## src/rtl/kbc_pkg.sv

```systemverilog
package kbc_pkg;

    localparam int unsigned DW      = 8;
    localparam int unsigned AW      = 3;
    localparam int unsigned N_HWCMD = 8;

    typedef enum logic [1:0] {
        ST_IDLE,
        ST_DECODE,
        ST_ARG,
        ST_FW
    } kbc_state_t;

    // host command codes; position in this list equals the mask bit
    localparam logic [DW-1:0] CMD_RD_CB   = 8'h20;
    localparam logic [DW-1:0] CMD_RD_IN   = 8'hC0;
    localparam logic [DW-1:0] CMD_RD_P2   = 8'hD0;
    localparam logic [DW-1:0] CMD_WR_P2   = 8'hD1;
    localparam logic [DW-1:0] CMD_WR_KB   = 8'hD2;
    localparam logic [DW-1:0] CMD_WR_AUX  = 8'hD3;
    localparam logic [DW-1:0] CMD_RD_TEST = 8'hE0;
    localparam logic [DW-1:0] CMD_KBRST   = 8'hFE;

    // local register addresses
    localparam logic [AW-1:0] LA_IBUF  = 3'd0;
    localparam logic [AW-1:0] LA_OBUF  = 3'd1;
    localparam logic [AW-1:0] LA_CMDB  = 3'd2;
    localparam logic [AW-1:0] LA_CTRL  = 3'd3;
    localparam logic [AW-1:0] LA_IFLAG = 3'd4;
    localparam logic [AW-1:0] LA_MASK  = 3'd5;
    localparam logic [AW-1:0] LA_STAT  = 3'd6;
    localparam logic [AW-1:0] LA_PORT  = 3'd7;

    // one-hot mask position of a command code, zero when not a hardware command
    function automatic logic [N_HWCMD-1:0] hw_onehot(input logic [DW-1:0] code);
        logic [N_HWCMD-1:0] sel;
        sel[0] = (code == CMD_RD_CB);
        sel[1] = (code == CMD_RD_IN);
        sel[2] = (code == CMD_RD_P2);
        sel[3] = (code == CMD_WR_P2);
        sel[4] = (code == CMD_WR_KB);
        sel[5] = (code == CMD_WR_AUX);
        sel[6] = (code == CMD_RD_TEST);
        sel[7] = (code == CMD_KBRST);
        return sel;
    endfunction

endpackage

```

## src/rtl/kbc_cmd_fsm.sv

```systemverilog
module kbc_cmd_fsm
    import kbc_pkg::*;
(
    input  logic               clk,
    input  logic               rst_n,
    input  logic               host_cmd_wr,
    input  logic               host_dat_wr,
    input  logic [DW-1:0]      host_wdata,
    input  logic [N_HWCMD-1:0] hw_mask,
    input  logic [DW-1:0]      cmd_byte,
    input  logic [DW-1:0]      in_port,
    input  logic [DW-1:0]      port_val,
    input  logic [1:0]         test_in,
    input  logic               fw_exit,
    output logic               fw_mode,
    output logic               ibf_set,
    output logic               obuf_load,
    output logic [DW-1:0]      obuf_val,
    output logic               aux_load,
    output logic               aux_val,
    output logic               port_load,
    output logic [DW-1:0]      port_next,
    output logic               rst_pulse
);

    kbc_state_t         state_q, state_d;
    logic [DW-1:0]      cur_cmd_q;
    logic [N_HWCMD-1:0] hit_vec;
    logic               hw_hit;
    logic               takes_arg;

    assign hit_vec   = hw_onehot(cur_cmd_q) & hw_mask;
    assign hw_hit    = |hit_vec;
    assign takes_arg = hit_vec[3] | hit_vec[4] | hit_vec[5];
    assign fw_mode   = (state_q == ST_FW);

    // state register and latched command
    always_ff @(posedge clk or negedge rst_n) begin
        if (!rst_n) begin
            state_q   <= ST_IDLE;
            cur_cmd_q <= '0;
        end else begin
            state_q <= state_d;
            if (host_cmd_wr && (state_q == ST_IDLE || state_q == ST_ARG)) begin
                cur_cmd_q <= host_wdata;
            end
        end
    end

    // next state
    always_comb begin
        state_d = state_q;
        unique case (state_q)
            ST_IDLE: begin
                if (host_cmd_wr) state_d = ST_DECODE;
            end
            ST_DECODE: begin
                if (!hw_hit)        state_d = ST_FW;
                else if (takes_arg) state_d = ST_ARG;
                else                state_d = ST_IDLE;
            end
            ST_ARG: begin
                if (host_cmd_wr)      state_d = ST_DECODE;
                else if (host_dat_wr) state_d = ST_IDLE;
            end
            ST_FW: begin
                if (fw_exit) state_d = ST_IDLE;
            end
        endcase
    end

    // outputs
    always_comb begin
        ibf_set   = 1'b0;
        obuf_load = 1'b0;
        obuf_val  = '0;
        aux_load  = 1'b0;
        aux_val   = 1'b0;
        port_load = 1'b0;
        port_next = host_wdata;
        rst_pulse = 1'b0;
        unique case (state_q)
            ST_IDLE: begin
                ibf_set = host_dat_wr;
            end
            ST_DECODE: begin
                if (!hw_hit) begin
                    ibf_set = 1'b1;
                end else begin
                    unique case (cur_cmd_q)
                        CMD_RD_CB: begin
                            obuf_load = 1'b1;
                            obuf_val  = {1'b0, cmd_byte[DW-2:0]};
                        end
                        CMD_RD_IN: begin
                            obuf_load = 1'b1;
                            obuf_val  = in_port;
                        end
                        CMD_RD_P2: begin
                            obuf_load = 1'b1;
                            obuf_val  = port_val;
                        end
                        CMD_RD_TEST: begin
                            obuf_load = 1'b1;
                            obuf_val  = {{(DW-2){1'b0}}, test_in};
                        end
                        CMD_KBRST: begin
                            rst_pulse = 1'b1;
                        end
                        default: begin
                            obuf_load = 1'b0;
                        end
                    endcase
                end
            end
            ST_ARG: begin
                if (host_dat_wr && !host_cmd_wr) begin
                    unique case (cur_cmd_q)
                        CMD_WR_P2: port_load = 1'b1;
                        CMD_WR_KB: begin
                            obuf_load = 1'b1;
                            obuf_val  = host_wdata;
                            aux_load  = 1'b1;
                            aux_val   = 1'b0;
                        end
                        CMD_WR_AUX: begin
                            obuf_load = 1'b1;
                            obuf_val  = host_wdata;
                            aux_load  = 1'b1;
                            aux_val   = 1'b1;
                        end
                        default: begin
                            port_load = 1'b0;
                        end
                    endcase
                end
            end
            ST_FW: begin
                ibf_set = host_cmd_wr | host_dat_wr;
            end
        endcase
    end

endmodule

```

## src/rtl/kbc_irq_unit.sv

```systemverilog
module kbc_irq_unit #(
    parameter int unsigned     NSRC     = 2,
    parameter logic [NSRC-1:0] FALL_SEL = '0
) (
    input  logic            clk,
    input  logic            rst_n,
    input  logic [NSRC-1:0] lvl,
    input  logic [NSRC-1:0] ie,
    input  logic [NSRC-1:0] clr,
    output logic [NSRC-1:0] pend,
    output logic            irq
);

    for (genvar g = 0; g < NSRC; g++) begin : g_src
        logic lvl_q;
        logic edge_w;

        if (FALL_SEL[g]) begin : g_fall
            assign edge_w = lvl_q & ~lvl[g];
        end else begin : g_rise
            assign edge_w = lvl[g] & ~lvl_q;
        end

        always_ff @(posedge clk or negedge rst_n) begin
            if (!rst_n) begin
                lvl_q   <= 1'b0;
                pend[g] <= 1'b0;
            end else begin
                lvl_q   <= lvl[g];
                pend[g] <= (edge_w & ie[g]) | (pend[g] & ~clr[g]);
            end
        end
    end

    assign irq = |pend;

endmodule

```

## src/rtl/kbc_host_if.sv

```systemverilog
module kbc_host_if
    import kbc_pkg::*;
#(
    parameter logic [DW-1:0]      CMDB_RST = 8'h00,
    parameter logic [N_HWCMD-1:0] MASK_RST = 8'hFF,
    parameter logic [1:0]         CTRL_RST = 2'b11,
    parameter logic [DW-1:0]      PORT_RST = 8'h00
) (
    input  logic          clk,
    input  logic          rst_n,
    input  logic          h_a2,
    input  logic          h_rd,
    input  logic          h_wr,
    input  logic [DW-1:0] h_wdata,
    output logic [DW-1:0] h_rdata,
    input  logic [AW-1:0] l_addr,
    input  logic          l_rd,
    input  logic          l_wr,
    input  logic [DW-1:0] l_wdata,
    output logic [DW-1:0] l_rdata,
    input  logic [DW-1:0] in_port_i,
    input  logic [1:0]    test_in_i,
    output logic [DW-1:0] p2_o,
    output logic          kb_reset_o,
    output logic          irq_o
);

    localparam int unsigned NIRQ = 2;

    logic [DW-1:0]      ibuf_q, obuf_q, cmdb_q, port_q;
    logic [N_HWCMD-1:0] mask_q;
    logic [1:0]         ctrl_q;
    logic [3:0]         sthi_q;
    logic               a2_q, ibf_q, obf_q, kb_rst_q;
    logic [DW-1:0]      status_w;

    logic h_cmd_wr, h_dat_wr, h_dat_rd;
    logic l_wr_obuf, l_wr_cmdb, l_wr_ctrl, l_wr_iflag, l_wr_mask, l_wr_stat, l_wr_port;
    logic l_rd_ibuf;

    logic          fw_mode, fsm_ibf_set, fsm_obuf_load, fsm_aux_load, fsm_aux_val;
    logic          fsm_port_load, fsm_rst_pulse, fw_exit;
    logic [DW-1:0] fsm_obuf_val, fsm_port_next;
    logic [NIRQ-1:0] pend_w, clr_w;

    assign h_cmd_wr = h_wr &  h_a2;
    assign h_dat_wr = h_wr & ~h_a2;
    assign h_dat_rd = h_rd & ~h_a2;

    assign l_wr_obuf  = l_wr && (l_addr == LA_OBUF);
    assign l_wr_cmdb  = l_wr && (l_addr == LA_CMDB);
    assign l_wr_ctrl  = l_wr && (l_addr == LA_CTRL);
    assign l_wr_iflag = l_wr && (l_addr == LA_IFLAG);
    assign l_wr_mask  = l_wr && (l_addr == LA_MASK);
    assign l_wr_stat  = l_wr && (l_addr == LA_STAT);
    assign l_wr_port  = l_wr && (l_addr == LA_PORT);
    assign l_rd_ibuf  = l_rd && (l_addr == LA_IBUF);

    assign fw_exit = l_wr_iflag & l_wdata[2];
    assign clr_w   = l_wr_iflag ? l_wdata[NIRQ-1:0] : '0;

    kbc_cmd_fsm u_fsm (
        .clk        (clk),
        .rst_n      (rst_n),
        .host_cmd_wr(h_cmd_wr),
        .host_dat_wr(h_dat_wr),
        .host_wdata (h_wdata),
        .hw_mask    (mask_q),
        .cmd_byte   (cmdb_q),
        .in_port    (in_port_i),
        .port_val   (port_q),
        .test_in    (test_in_i),
        .fw_exit    (fw_exit),
        .fw_mode    (fw_mode),
        .ibf_set    (fsm_ibf_set),
        .obuf_load  (fsm_obuf_load),
        .obuf_val   (fsm_obuf_val),
        .aux_load   (fsm_aux_load),
        .aux_val    (fsm_aux_val),
        .port_load  (fsm_port_load),
        .port_next  (fsm_port_next),
        .rst_pulse  (fsm_rst_pulse)
    );

    kbc_irq_unit #(
        .NSRC    (NIRQ),
        .FALL_SEL(2'b01)
    ) u_irq (
        .clk  (clk),
        .rst_n(rst_n),
        .lvl  ({ibf_q, obf_q}),
        .ie   (ctrl_q),
        .clr  (clr_w),
        .pend (pend_w),
        .irq  (irq_o)
    );

    // host-facing buffers and flags
    always_ff @(posedge clk or negedge rst_n) begin
        if (!rst_n) begin
            ibuf_q   <= '0;
            a2_q     <= 1'b0;
            ibf_q    <= 1'b0;
            obuf_q   <= '0;
            obf_q    <= 1'b0;
            kb_rst_q <= 1'b0;
        end else begin
            kb_rst_q <= fsm_rst_pulse;
            if (h_wr) begin
                ibuf_q <= h_wdata;
                a2_q   <= h_a2;
            end
            if (fsm_ibf_set)    ibf_q <= 1'b1;
            else if (l_rd_ibuf) ibf_q <= 1'b0;
            if (l_wr_obuf)          obuf_q <= l_wdata;
            else if (fsm_obuf_load) obuf_q <= fsm_obuf_val;
            if (l_wr_obuf || fsm_obuf_load) obf_q <= 1'b1;
            else if (h_dat_rd)              obf_q <= 1'b0;
        end
    end

    // local configuration registers
    always_ff @(posedge clk or negedge rst_n) begin
        if (!rst_n) begin
            cmdb_q <= CMDB_RST & 8'h7F;
            ctrl_q <= CTRL_RST;
            mask_q <= MASK_RST;
            sthi_q <= '0;
            port_q <= PORT_RST;
        end else begin
            if (l_wr_cmdb) cmdb_q <= {1'b0, l_wdata[DW-2:0]};
            if (l_wr_ctrl) ctrl_q <= l_wdata[1:0];
            if (l_wr_mask) mask_q <= l_wdata;
            if (l_wr_stat)         sthi_q    <= l_wdata[7:4];
            else if (fsm_aux_load) sthi_q[1] <= fsm_aux_val;
            if (l_wr_port)          port_q <= l_wdata;
            else if (fsm_port_load) port_q <= fsm_port_next;
        end
    end

    assign status_w   = {sthi_q, a2_q, cmdb_q[2], ibf_q, obf_q};
    assign h_rdata    = h_a2 ? status_w : obuf_q;
    assign p2_o       = port_q;
    assign kb_reset_o = kb_rst_q;

    always_comb begin
        unique case (l_addr)
            LA_IBUF:  l_rdata = ibuf_q;
            LA_OBUF:  l_rdata = obuf_q;
            LA_CMDB:  l_rdata = cmdb_q;
            LA_CTRL:  l_rdata = {6'b0, ctrl_q};
            LA_IFLAG: l_rdata = {5'b0, fw_mode, pend_w};
            LA_MASK:  l_rdata = mask_q;
            LA_STAT:  l_rdata = status_w;
            LA_PORT:  l_rdata = port_q;
        endcase
    end

endmodule

```

## config.mk

```make
export PLATFORM = sky130hd
export DESIGN_NAME = kbc_host_if
export DESIGN_NICKNAME = d
export VERILOG_FILES = /design/src/rtl/kbc_pkg.sv /design/src/rtl/kbc_cmd_fsm.sv /design/src/rtl/kbc_irq_unit.sv /design/src/rtl/kbc_host_if.sv
export SDC_FILE = /design/constraint.sdc
export NUM_CORES = 1
export LEC_CHECK = 0
export CAP_MARGIN = 20
export CORE_ASPECT_RATIO = 1.5
export CORE_MARGIN = 2
export CORE_UTILIZATION = 29
export CTS_CLUSTER_SIZE = 28
export DETAILED_ROUTE_END_ITERATION = 8
export DONT_BUFFER_PORTS = 1
export MAX_ROUTING_LAYER = met4
export PLACE_DENSITY = 0.44
export SYNTH_ARGS = -nofsm -noshare
export SYNTH_HDL_FRONTEND = slang
export SYNTH_SLANG_ARGS = --single-unit
```

## constraint.sdc

```tcl
create_clock -name clk -period 3.19 [get_ports clk]
set_clock_uncertainty 0.1 [all_clocks]
set_input_delay 0.638 -clock clk [delete_from_list [all_inputs] [get_ports clk]]
set_output_delay 0.638 -clock clk [all_outputs]
set_load 0.01 [all_outputs]
```

==> reports/metrics.csv, run 1 <==
stage,metric,value,unit
clocking,"CTS clk-pin slew, worst paths",0.05,ns
synth,sequential fraction of the synthesis area,0.428,
layout,Post-Layout Cell Count,519,
power_and_ir_drop,internal power,2.03,mW
synth,Syn Area/Cell,10.4,um^2
synth,Post-synth EDFFs,0,
sta,RSZ-0062 raised after global routing,false,
placed_design,I/O Buffers,0,
critical_path,critical path startpoint category,register,
global_route,first-pass GRT wire length,18800,um
synth,most numerous cell in the Yosys netlist,dfrtp_1,
global_route,vias in the first global route,3006,
global_route,met3 global-route usage,0.0413,
global_route,antenna violations before repair,0,
route,Pre-antenna DRT Iters,4,
critical_path,critical path class,register to register,
power_and_ir_drop,total power divided by cell area,733,nW/um^2
route,drt drc,0,
layout,Syn-to-layout area delta,12.7,%
outcome,outcome,finished clean,
floorplan,Initial Util,0.297,
placed_design,hpwl dp,8860,um
clocking,post-CTS setup buffer count,0,
synth,Yosys cell types,52,
clocking,Longest Clk Path Bufs,2,
synth,number of cells produced by synthesis,357,
sta,relative slew slack,0.406,
global_route,largest net degree at the start of global routing,54,
power_and_ir_drop,Max VDD drop,0.257,mV
sta,"Slew Viols, Final",0,
power_and_ir_drop,Seq pwr share,0.419,
clocking,clock sink count,63,
critical_path,Arrival @ worst endpoint,2.75,ns
floorplan,die width,96.4,um
power_and_ir_drop,leakage,1.67,nW
floorplan,core area,12500,um^2
sta,setup TNS,0,ns
floorplan,die area,13700,um^2
floorplan,IO Count,62,
critical_path,RR Endpoint,obuf_q[4]$_DFFE_PN0P_,
sta,Least-Margin Pin Slew,0.888,ns
synth,Yosys warning count,0,
critical_path,Worst Reg-to-Reg Cells,7,
synth,number of synthesized register bits,63,
critical_path,worst r2r src,u_fsm.cur_cmd_q[5]$_DFFE_PN0P_,
sta,FMAX,379,MHz
synth,commonest cells in the synthesized netlist,"53 x dfrtp_1, 52 x mux2_2, 37 x nand2_1",
floorplan,Die H,143,um
critical_path,Critical Path End Type,register,
placed_design,dpl cells,501,
power_and_ir_drop,Switching Share,0.339,
power_and_ir_drop,Clk pwr share,0.304,
clocking,Root Driver,clkbuf_16,
worst_hold_path,hold crit path type,primary input to async pin,
synth,post-synthesis async set-or-reset flop share,1.00,
layout,nets@finish,397,
clocking,TritonCTS clock tree,yes,
sta,Final period util,0.826,
sta,final hold violation count,0,
clocking,TritonCTS Buffers,9,
route,Detailed Route Iter0 Violations,170,
placed_design,Final GP Congestion,0.899,
synth,post-synth top area share,0.357,
clocking,CTS resizes,0,
synth,synth top area cells,"dfrtp_1 36%, mux2_2 16%, dfstp_2 7.1%",
global_route,met1 Track Usage GR,0.228,
synth,mapped cell area,3710,um^2
route,post-DR vias/cell,5.57,
global_route,Total GRT Usage,0.199,
synth,Synth Flop Type,dfrtp_1,
critical_path,FF-to-FF setup slack,0.55,ns
route,Routed Wire Length,12600,um
route,via count,2892,
critical_path,worst path required time,3.30,ns
job,max-cap violations,0,
route,post-route ant nets,0,
sta,minimum clock period,2.64,ns
layout,final-layout fill cell count,1277,
power_and_ir_drop,Switch Pwr,1.04,mW
clocking,CTS H-tree depth,3,
layout,final instance area,4180,um^2
sta,Final setup viols,0,
global_route,GRT overflow,0,
route,Avg WL per Cell,24.2,um
floorplan,row count,50,
power_and_ir_drop,combinational share of power,0.277,
critical_path,crit-path max FO,10,
placed_design,placed inst area,3870,um^2
synth,net count after synthesis,397,
global_route,met2 Use GR,0.331,
sta,hold slack final,0.0480,ns
global_route,Top Usage Layer GRT,met2,
synth,largest area contributor in the netlist,dfrtp_1,
layout,share of layout cells above drive strength 1,0.262,
clocking,Skew-Pair Late Insertion Delay,0.33,ns
==> power groups by stage <==
stage	logic (mW)	registers [mW]	clock network, mW
after global routing	0.931	1.31	0.990
after global placement	0.823	1.29	0
after CTS	0.858	1.28	0.959
after floorplan	0.718	1.17	0
after detailed placement	0.833	1.30	0
final	0.848	1.28	0.934
==> cell usage in the layout, fill, tap and decap left out, drive strengths merged, types with 2 or more instances in the layout <==
cell / count
nand2: 37
nand3: 11
and4: 2
nor4: 2
nand4: 3
o31ai: 2
a21boi: 2
or2: 2
ha: 4
dfstp: 10
nor2b: 8
clkbuf: 16
o22ai: 2
o211ai: 4
mux4: 3
nor3: 4
inv: 5
mux2: 52
a221oi: 2
o21ai: 25
a2bb2oi: 3
a21oi: 16
buf: 8
nand2b: 7
dfrtp: 53
nand3b: 3
mux2i: 22
nor2: 24
a22oi: 7
a31oi: 5
and3: 4
==> critical path, stage by stage (launching register included) <==
cell	delay (ns)
dfrtp_1	0.54
or3b_4	0.47
nor2_4	0.17
nand3_1	0.11
and4_1	0.25
a21boi_2	0.53
mux2i_1	0.26
o21ai_1	0.08
==> worst max-delay path by stage <==
| stage | from | to | cells after the start |
|---|---|---|---|
| floorplan | l_addr[0] | l_rdata[6] | 5 |
| global placement | l_addr[0] | l_rdata[6] | 4 |
| detailed placement | u_fsm.cur_cmd_q[5]$_DFFE_PN0P_ | obuf_q[3]$_DFFE_PN0P_ | 7 |
| CTS | u_fsm.cur_cmd_q[5]$_DFFE_PN0P_ | obuf_q[3]$_DFFE_PN0P_ | 7 |
| global route | u_fsm.cur_cmd_q[5]$_DFFE_PN0P_ | obuf_q[4]$_DFFE_PN0P_ | 7 |
| finish | u_fsm.cur_cmd_q[5]$_DFFE_PN0P_ | obuf_q[4]$_DFFE_PN0P_ | 7 |
==> cells by family (layout without fill, tap and decap cells) <==
kind of cell    after synthesis  in the layout  synth area share
simple gates                111            111             0.152
compound gates               78             78             0.142
mux                          77             77             0.235
flops                        63             63             0.428
buf+inv                      24             29            0.0290
fa+ha+maj                     4              4            0.0135
other cells                   0              1                 0
==> routing by layer <==
layer / share of wire / routed length, um
met2: 0.53 / 6710
met4: 0.029 / 366
met5: 0 / 0
met3: 0.044 / 555
met1: 0.39 / 4920
==> cell type report <==
type	instances	area (um^2)	area share
well taps	156	195	0.0467
clock buffers	16	282	0.0673
repair buffers	8	80.1	0.0192
inverters	5	18.8	0.00449
diodes	1	2.50	0.000598
multi-input cells	270	2010	0.482
flip-flops and latches	63	1590	0.380
==> stage by stage <==
| stage | worst slack, ns | util | total power [mW] |
|---|---|---|---|
| after global routing | 0.363 | 0.334 | 3.24 |
| after CTS | 0.555 | 0.334 | 3.10 |
| after floorplan | 0.508 | - | 1.89 |
| final | 0.555 | 0.334 | 3.07 |
| after global placement | 0.592 | 0.309 | 2.11 |
| after detailed placement | 0.574 | 0.309 | 2.13 |
==> state kept, by name (all words and copies together) (netlist names), 2 cells and up <==
register,flops
p2_o,8
ctrl_q,2
u_irq.g_src.lvl_q,2
sthi_q,4
mask_q,8
u_fsm.state_q,2
u_irq.pend,2
u_fsm.cur_cmd_q,8
cmdb_q,7
obuf_q,8
ibuf_q,8
==> repair_timing <==
action	CTS	global route
hold buffers	1	0
endpoints found under the setup margin	0	0
hold endpoints to repair	53	0
No activity file was read; power rests on OpenSTA's default activity.
==> run 2, diff against run 1 <==
PLACE_DENSITY = 0.45   (was 0.44)
clock period = 2.2 ns   (was 3.19 ns; I/O delays follow)
==> run 2 against run 1 <==
Against the previous run: final area rose by 5.0%; die area is the same; routed wire length grew 0.83%; sequential power is 41% higher; critical path type is now register to primary output; flip-flop and latch count is the same.
==> reports/metrics.csv, run 2 (synthesis gave the netlist of run 1 again) <==
stage,metric,value,unit,change
critical_path,Critical Path End Type,primary output,,
critical_path,critical path class,register to primary output,,
floorplan,Initial Util,0.297,,unchanged
clocking,clock sink count,63,,unchanged
sta,relative slew slack,0.668,,+0.263
route,post-route ant nets,0,,unchanged
power_and_ir_drop,internal power,3.04,mW,+50%
sta,Least-Margin Pin Slew,0.494,ns,-0.394 ns
power_and_ir_drop,Max VDD drop,0.389,mV,+52%
route,Detailed Route Iter0 Violations,148,,-13%
critical_path,CP max-delay cell,mux4_2,,
power_and_ir_drop,Switch Pwr,1.56,mW,+50%
power_and_ir_drop,leakage,1.77,nW,+5.9%
layout,antenna cells,0,,-1
global_route,antenna violations before repair,0,,unchanged
critical_path,worst path required time,1.66,ns,-1.64 ns
power_and_ir_drop,Clk pwr share,0.285,,-0.019
critical_path,critical path startpoint category,register,,
global_route,largest net degree at the start of global routing,64,,+19%
route,drt drc,0,,unchanged
floorplan,row count,50,,unchanged
placed_design,dpl cells,519,,+3.6%
sta,setup TNS,0,ns,unchanged
layout,final instance area,4390,um^2,+5.0%
route,via count,2955,,+2.2%
clocking,TritonCTS clock tree,yes,,
clocking,Skew-Pair Late Insertion Delay,0.34,ns,about the same
global_route,GRT overflow,0,,unchanged
sta,Final period util,0.985,,
route,Avg WL per Cell,23.5,um,-2.7%
placed_design,Final GP Congestion,0.865,,-3.8%
route,Pre-antenna DRT Iters,4,,unchanged
floorplan,die width,96.4,um,unchanged
power_and_ir_drop,total power divided by cell area,1050,nW/um^2,+43%
sta,Final setup viols,0,,unchanged
placed_design,hpwl dp,9050,um,+2.1%
layout,share of layout cells above drive strength 1,0.327,,+0.0648
placed_design,I/O Buffers,0,,unchanged
placed_design,Place WS,0.0426,ns,-0.531 ns
layout,most frequent cells in the layout,"52 x mux2_2, 51 x dfrtp_1, 37 x nand2_1, 26 x buf_4",,
worst_hold_path,hold crit path type,primary input to register,,
critical_path,crit-path max FO,4,,-6
clocking,TritonCTS Buffers,9,,unchanged
layout,"commonest non-fill, non-tap cell in the layout",mux2_2,,
placed_design,placed inst area,4020,um^2,+3.8%
sta,minimum clock period,2.17,ns,
layout,Syn-to-layout area delta,18.3,%,
power_and_ir_drop,Switching Share,0.339,,about the same
clocking,Root Driver,clkbuf_16,,
sta,worst setup margin,0.0327,ns,-0.522 ns
clocking,CTS H-tree depth,3,,unchanged
layout,nets@finish,418,,+5.3%
floorplan,core area,12500,um^2,unchanged
global_route,Total GRT Usage,0.200,,+0.000580
floorplan,IO Count,62,,unchanged
clocking,"CTS clk-pin slew, worst paths",0.05,ns,about the same
floorplan,die area,13700,um^2,unchanged
critical_path,Worst path max stage delay,0.47,ns,-0.07 ns
layout,Post-Layout Cell Count,538,,+3.7%
power_and_ir_drop,Tot Pwr,4.59,mW,+50%
sta,RSZ-0062 raised after global routing,true,,
outcome,outcome,finished clean,,
power_and_ir_drop,combinational share of power,0.322,,+0.045
global_route,vias in the first global route,3128,,+4.1%
floorplan,Die H,143,um,unchanged
sta,FMAX,461,MHz,
critical_path,Arrival @ worst endpoint,1.63,ns,-1.12 ns
critical_path,crit-path cells,"ha_4, mux4_2, nor2_2, a21oi_1",,
job,max-cap violations,0,,unchanged
route,post-DR vias/cell,5.49,,-1.4%
route,Routed Wire Length,12700,um,+0.83%
global_route,first-pass GRT wire length,18900,um,+0.62%
sta,final hold violation count,0,,unchanged
sta,"Slew Viols, Final",0,,unchanged
power_and_ir_drop,Seq pwr share,0.394,,-0.025
clocking,Longest Clk Path Bufs,2,,unchanged
## run 2: worst paths after layout
| path | depth (start not counted) | slack [ns] | start | to |
|---|---|---|---|---|
| worst max-delay path | 4 | 0.03 | u_fsm.state_q[1]$_DFFE_PN0P_ | l_rdata[2] |
| worst min-delay path | 2 | 0.12 | l_wdata[6] | cmdb_q[6]$_DFFE_PN0P_ |
| worst max register to register | 8 | 0.07 | u_fsm.cur_cmd_q[6]$_DFFE_PN0P_ | obuf_q[5]$_DFFE_PN0P_ |
| worst min register to register | 1 | 0.35 | u_irq.g_src[1].lvl_q$_DFF_PN0_ | u_irq.pend[1]$_DFF_PN0_ |
| max in group asynchronous | 2 | 1.12 | rst_n | mask_q[4]$_DFFE_PN1P_ |
| min in group asynchronous | 2 | 0.53 | rst_n | u_fsm.cur_cmd_q[5]$_DFFE_PN0P_ |
## run 2: what timing repair did
| item | 4_1_cts | 5_1_grt |
|---|---|---|
| cloned | 0 | 0 |
| setup buffers | 0 | 2 |
| setup endpoints to repair | 3 | 9 |
| resized for setup | 4 | 10 |
| pin swaps | 0 | 2 |
| hold buffers | 2 | 0 |
| hold endpoints to repair | 63 | 0 |
## run 2: area by class of cell
type	instances	area [um^2]
clock inverter	1	5.00
multi-input combinational	270	2060
clock buffer	14	264
fill	1286	8120
timing repair buffer	29	253
sequential	63	1590
inverter	5	18.8
tap	156	195
## run 2: layer usage
metal	share of wire	vias to the layer above	global-route usage
li1	-	1356	-
met1	0.38	1490	0.218
met2	0.54	77	0.338
met3	0.040	32	0.0334
met4	0.044	0	0.110
met5	0	-	-
## run 2: worst max-delay path: cells and delay by family, from the launching register on
family / cells / cell delay, ns
AO/OA/AOI/OAI: 1 / 0.09
AND/OR/NAND/NOR: 1 / 0.10
multiplexers: 1 / 0.47
adder cells (fa/ha/maj): 1 / 0.20
flip-flops: 1 / 0.43
## run 2: power by group through the flow
stage | Clock (mW) | Combinational [mW] | Sequential [mW]
after floorplan | 0 | 1.04 | 1.70
after global placement | 0 | 1.39 | 1.81
after detailed placement | 0 | 1.40 | 1.82
after CTS | 1.34 | 1.45 | 1.80
after global routing | 1.39 | 1.61 | 1.85
final | 1.31 | 1.48 | 1.81
## run 2: stage by stage
step,util,hold slack (ns)
after floorplan,-,0.0444
after global placement,0.321,0.0477
after detailed placement,0.321,0.0467
after CTS,0.346,0.118
after global routing,0.351,0.128
final,0.351,0.124
==> run 3, diff against run 2 <==
PLACE_DENSITY = 0.44   (was 0.45)
clock period = 2.7 ns   (was 2.2 ns; I/O delays follow)
==> run 3 against run 2 <==
Against the previous run: via count down 1.3%; power shrank 16%; sequential share of layout area up 0.74 points; non-clock buffer count down 12; critical endpoint is now obuf_q[4]$_DFFE_PN0P_; final area down 2.2%; first-iteration DRC count grew 11%; largest cell class unchanged.
==> reports/metrics.csv, run 3 (synthesis gave the netlist of run 1 again) <==
stage,metric,value,unit,change
route,drt drc,0,,unchanged
layout,most frequent cells in the layout,"53 x dfrtp_1, 52 x mux2_2, 37 x nand2_1, 23 x nor2_1, 22 x mux2i_1",,
global_route,antenna violations before repair,1,,+1
clocking,Root Driver,clkbuf_16,,
layout,"commonest non-fill, non-tap cell in the layout",dfrtp_1,,
job,max-cap violations,0,,unchanged
floorplan,Die H,143,um,unchanged
floorplan,IO Count,62,,unchanged
clocking,CTS H-tree depth,3,,unchanged
layout,FF+latch area,1590,um^2,-0.16%
critical_path,worst path required time,2.82,ns,+1.16 ns
placed_design,hpwl dp,9260,um,+2.4%
critical_path,critical path class,register to register,,
sta,setup TNS,0,ns,unchanged
route,Pre-antenna DRT Iters,4,,unchanged
sta,final hold violation count,0,,unchanged
outcome,outcome,finished clean,,
floorplan,die area,13700,um^2,unchanged
sta,"Slew Viols, Final",0,,unchanged
floorplan,row count,50,,unchanged
clocking,TritonCTS Buffers,9,,unchanged
layout,nets@finish,406,,-2.9%
route,via count,2918,,-1.3%
clocking,clock sink count,63,,unchanged
global_route,Total GRT Usage,0.202,,+0.00216
clocking,Skew-Pair Late Insertion Delay,0.34,ns,about the same
sta,Final setup viols,0,,unchanged
floorplan,core area,12500,um^2,unchanged
route,post-DR vias/cell,5.53,,+0.62%
critical_path,crit-path max FO,8,,+4
clocking,TritonCTS clock tree,yes,,
clocking,post-CTS setup buffer count,0,,unchanged
sta,RSZ-0062 raised after global routing,false,,
floorplan,die width,96.4,um,unchanged
power_and_ir_drop,Max VDD drop,0.326,mV,-16%
sta,minimum clock period,2.41,ns,
critical_path,Arrival @ worst endpoint,2.53,ns,+0.90 ns
placed_design,I/O Buffers,0,,unchanged
clocking,"CTS clk-pin slew, worst paths",0.06,ns,about the same
sta,Final period util,0.891,,
floorplan,Initial Util,0.297,,unchanged
power_and_ir_drop,Tot Pwr,3.87,mW,-16%
power_and_ir_drop,total power divided by cell area,900,nW/um^2,-14%
route,Avg WL per Cell,24.1,um,+2.5%
critical_path,critical path startpoint category,register,,
sta,FMAX,416,MHz,
global_route,GRT overflow,0,,unchanged
clocking,Longest Clk Path Bufs,2,,unchanged
layout,footprint of the multi-input gates,2010,um^2,-2.4%
global_route,largest net degree at the start of global routing,64,,unchanged
power_and_ir_drop,leakage,1.74,nW,-1.9%
global_route,vias in the first global route,3032,,-3.1%
layout,share of layout cells above drive strength 1,0.283,,-0.0442
worst_hold_path,hold crit path type,primary input to register,,
sta,relative slew slack,0.595,,-0.0726
layout,Syn-to-layout area delta,15.7,%,
route,Routed Wire Length,12700,um,+0.58%
route,Detailed Route Iter0 Violations,165,,+11%
route,post-route ant nets,0,,unchanged
global_route,first-pass GRT wire length,19100,um,+0.91%
placed_design,Final GP Congestion,0.879,,+1.7%
critical_path,Critical Path End Type,register,,
layout,final-layout fill cell count,1299,,+1.0%
sta,Least-Margin Pin Slew,0.605,ns,+0.111 ns
[run 3: cell types whose count changed in the layout (fill, tap and decap cells not counted), moves of 2 or more]
cell / before / now
buf_4: 26 / 15
bufinv_16: 0 / 2
dfrtp_1: 51 / 53
dfrtp_2: 2 / 0
o21ai_0: 15 / 17
[run 3: final timing paths]
kind / from / endpoint / slack (ns) / cells after the start
hold reg to reg: u_irq.g_src[1].lvl_q$_DFF_PN0_ / u_irq.pend[1]$_DFF_PN0_ / 0.33 / 1
max in group asynchronous: rst_n / mask_q[1]$_DFFE_PN1P_ / 1.53 / 2
setup / recovery: u_fsm.cur_cmd_q[7]$_DFFE_PN0P_ / obuf_q[4]$_DFFE_PN0P_ / 0.29 / 8
setup reg to reg: u_fsm.cur_cmd_q[7]$_DFFE_PN0P_ / obuf_q[4]$_DFFE_PN0P_ / 0.29 / 8
min in group asynchronous: rst_n / u_fsm.cur_cmd_q[2]$_DFFE_PN0P_ / 0.61 / 2
hold / removal: l_wdata[6] / cmdb_q[6]$_DFFE_PN0P_ / 0.22 / 2
[run 3: repair_timing]
action / 4_1_cts / 5_1_grt
hold endpoints to repair: 63 / 0
gates resized for setup: 0 / 0
hold buffers: 2 / 0
[run 3: final cells by class]
cell class	count	area share
antenna	1	0.000583
clock inverter	3	0.0151
tap	156	0.0454
clock buffer	13	0.0606
sequential	63	0.370
inverter	5	0.00437
multi-input combinational	270	0.469
timing repair buffer	17	0.0350
[run 3: through the flow]
stage	utilization	cells	area, um^2	worst slack [ns]	hold WS, ns
floorplan	-	357	3710	0.214	0.144
global placement	0.314	509	3930	0.360	0.147
detailed placement	0.314	509	3930	0.307	0.147
CTS	0.343	527	4290	0.299	0.209
global route	0.343	528	4300	0.112	0.214
finish	0.343	528	4300	0.295	0.220
[run 3: metal layers]
| metal | wire length [um] | vias up | global-route usage |
|---|---|---|---|
| li1 | - | 1343 | - |
| met1 | 4930 | 1461 | 0.226 |
| met2 | 6740 | 87 | 0.331 |
| met3 | 571 | 27 | 0.0381 |
| met4 | 492 | 0 | 0.116 |
| met5 | 0 | - | - |
[run 3: report_power, final]
group / internal, mW / switching [mW]
clock: 0.858 / 0.429
combinational: 0.529 / 0.552
sequential: 1.20 / 0.294
[run 3: critical path, stage by stage, from the launching register on]
cell      delay (ns)
dfrtp_1         0.45
or3b_4          0.47
nor2_4          0.19
nand3_1         0.11
and4_1          0.26
a21boi_2        0.22
buf_4           0.21
mux2i_1         0.20
o21ai_1         0.07
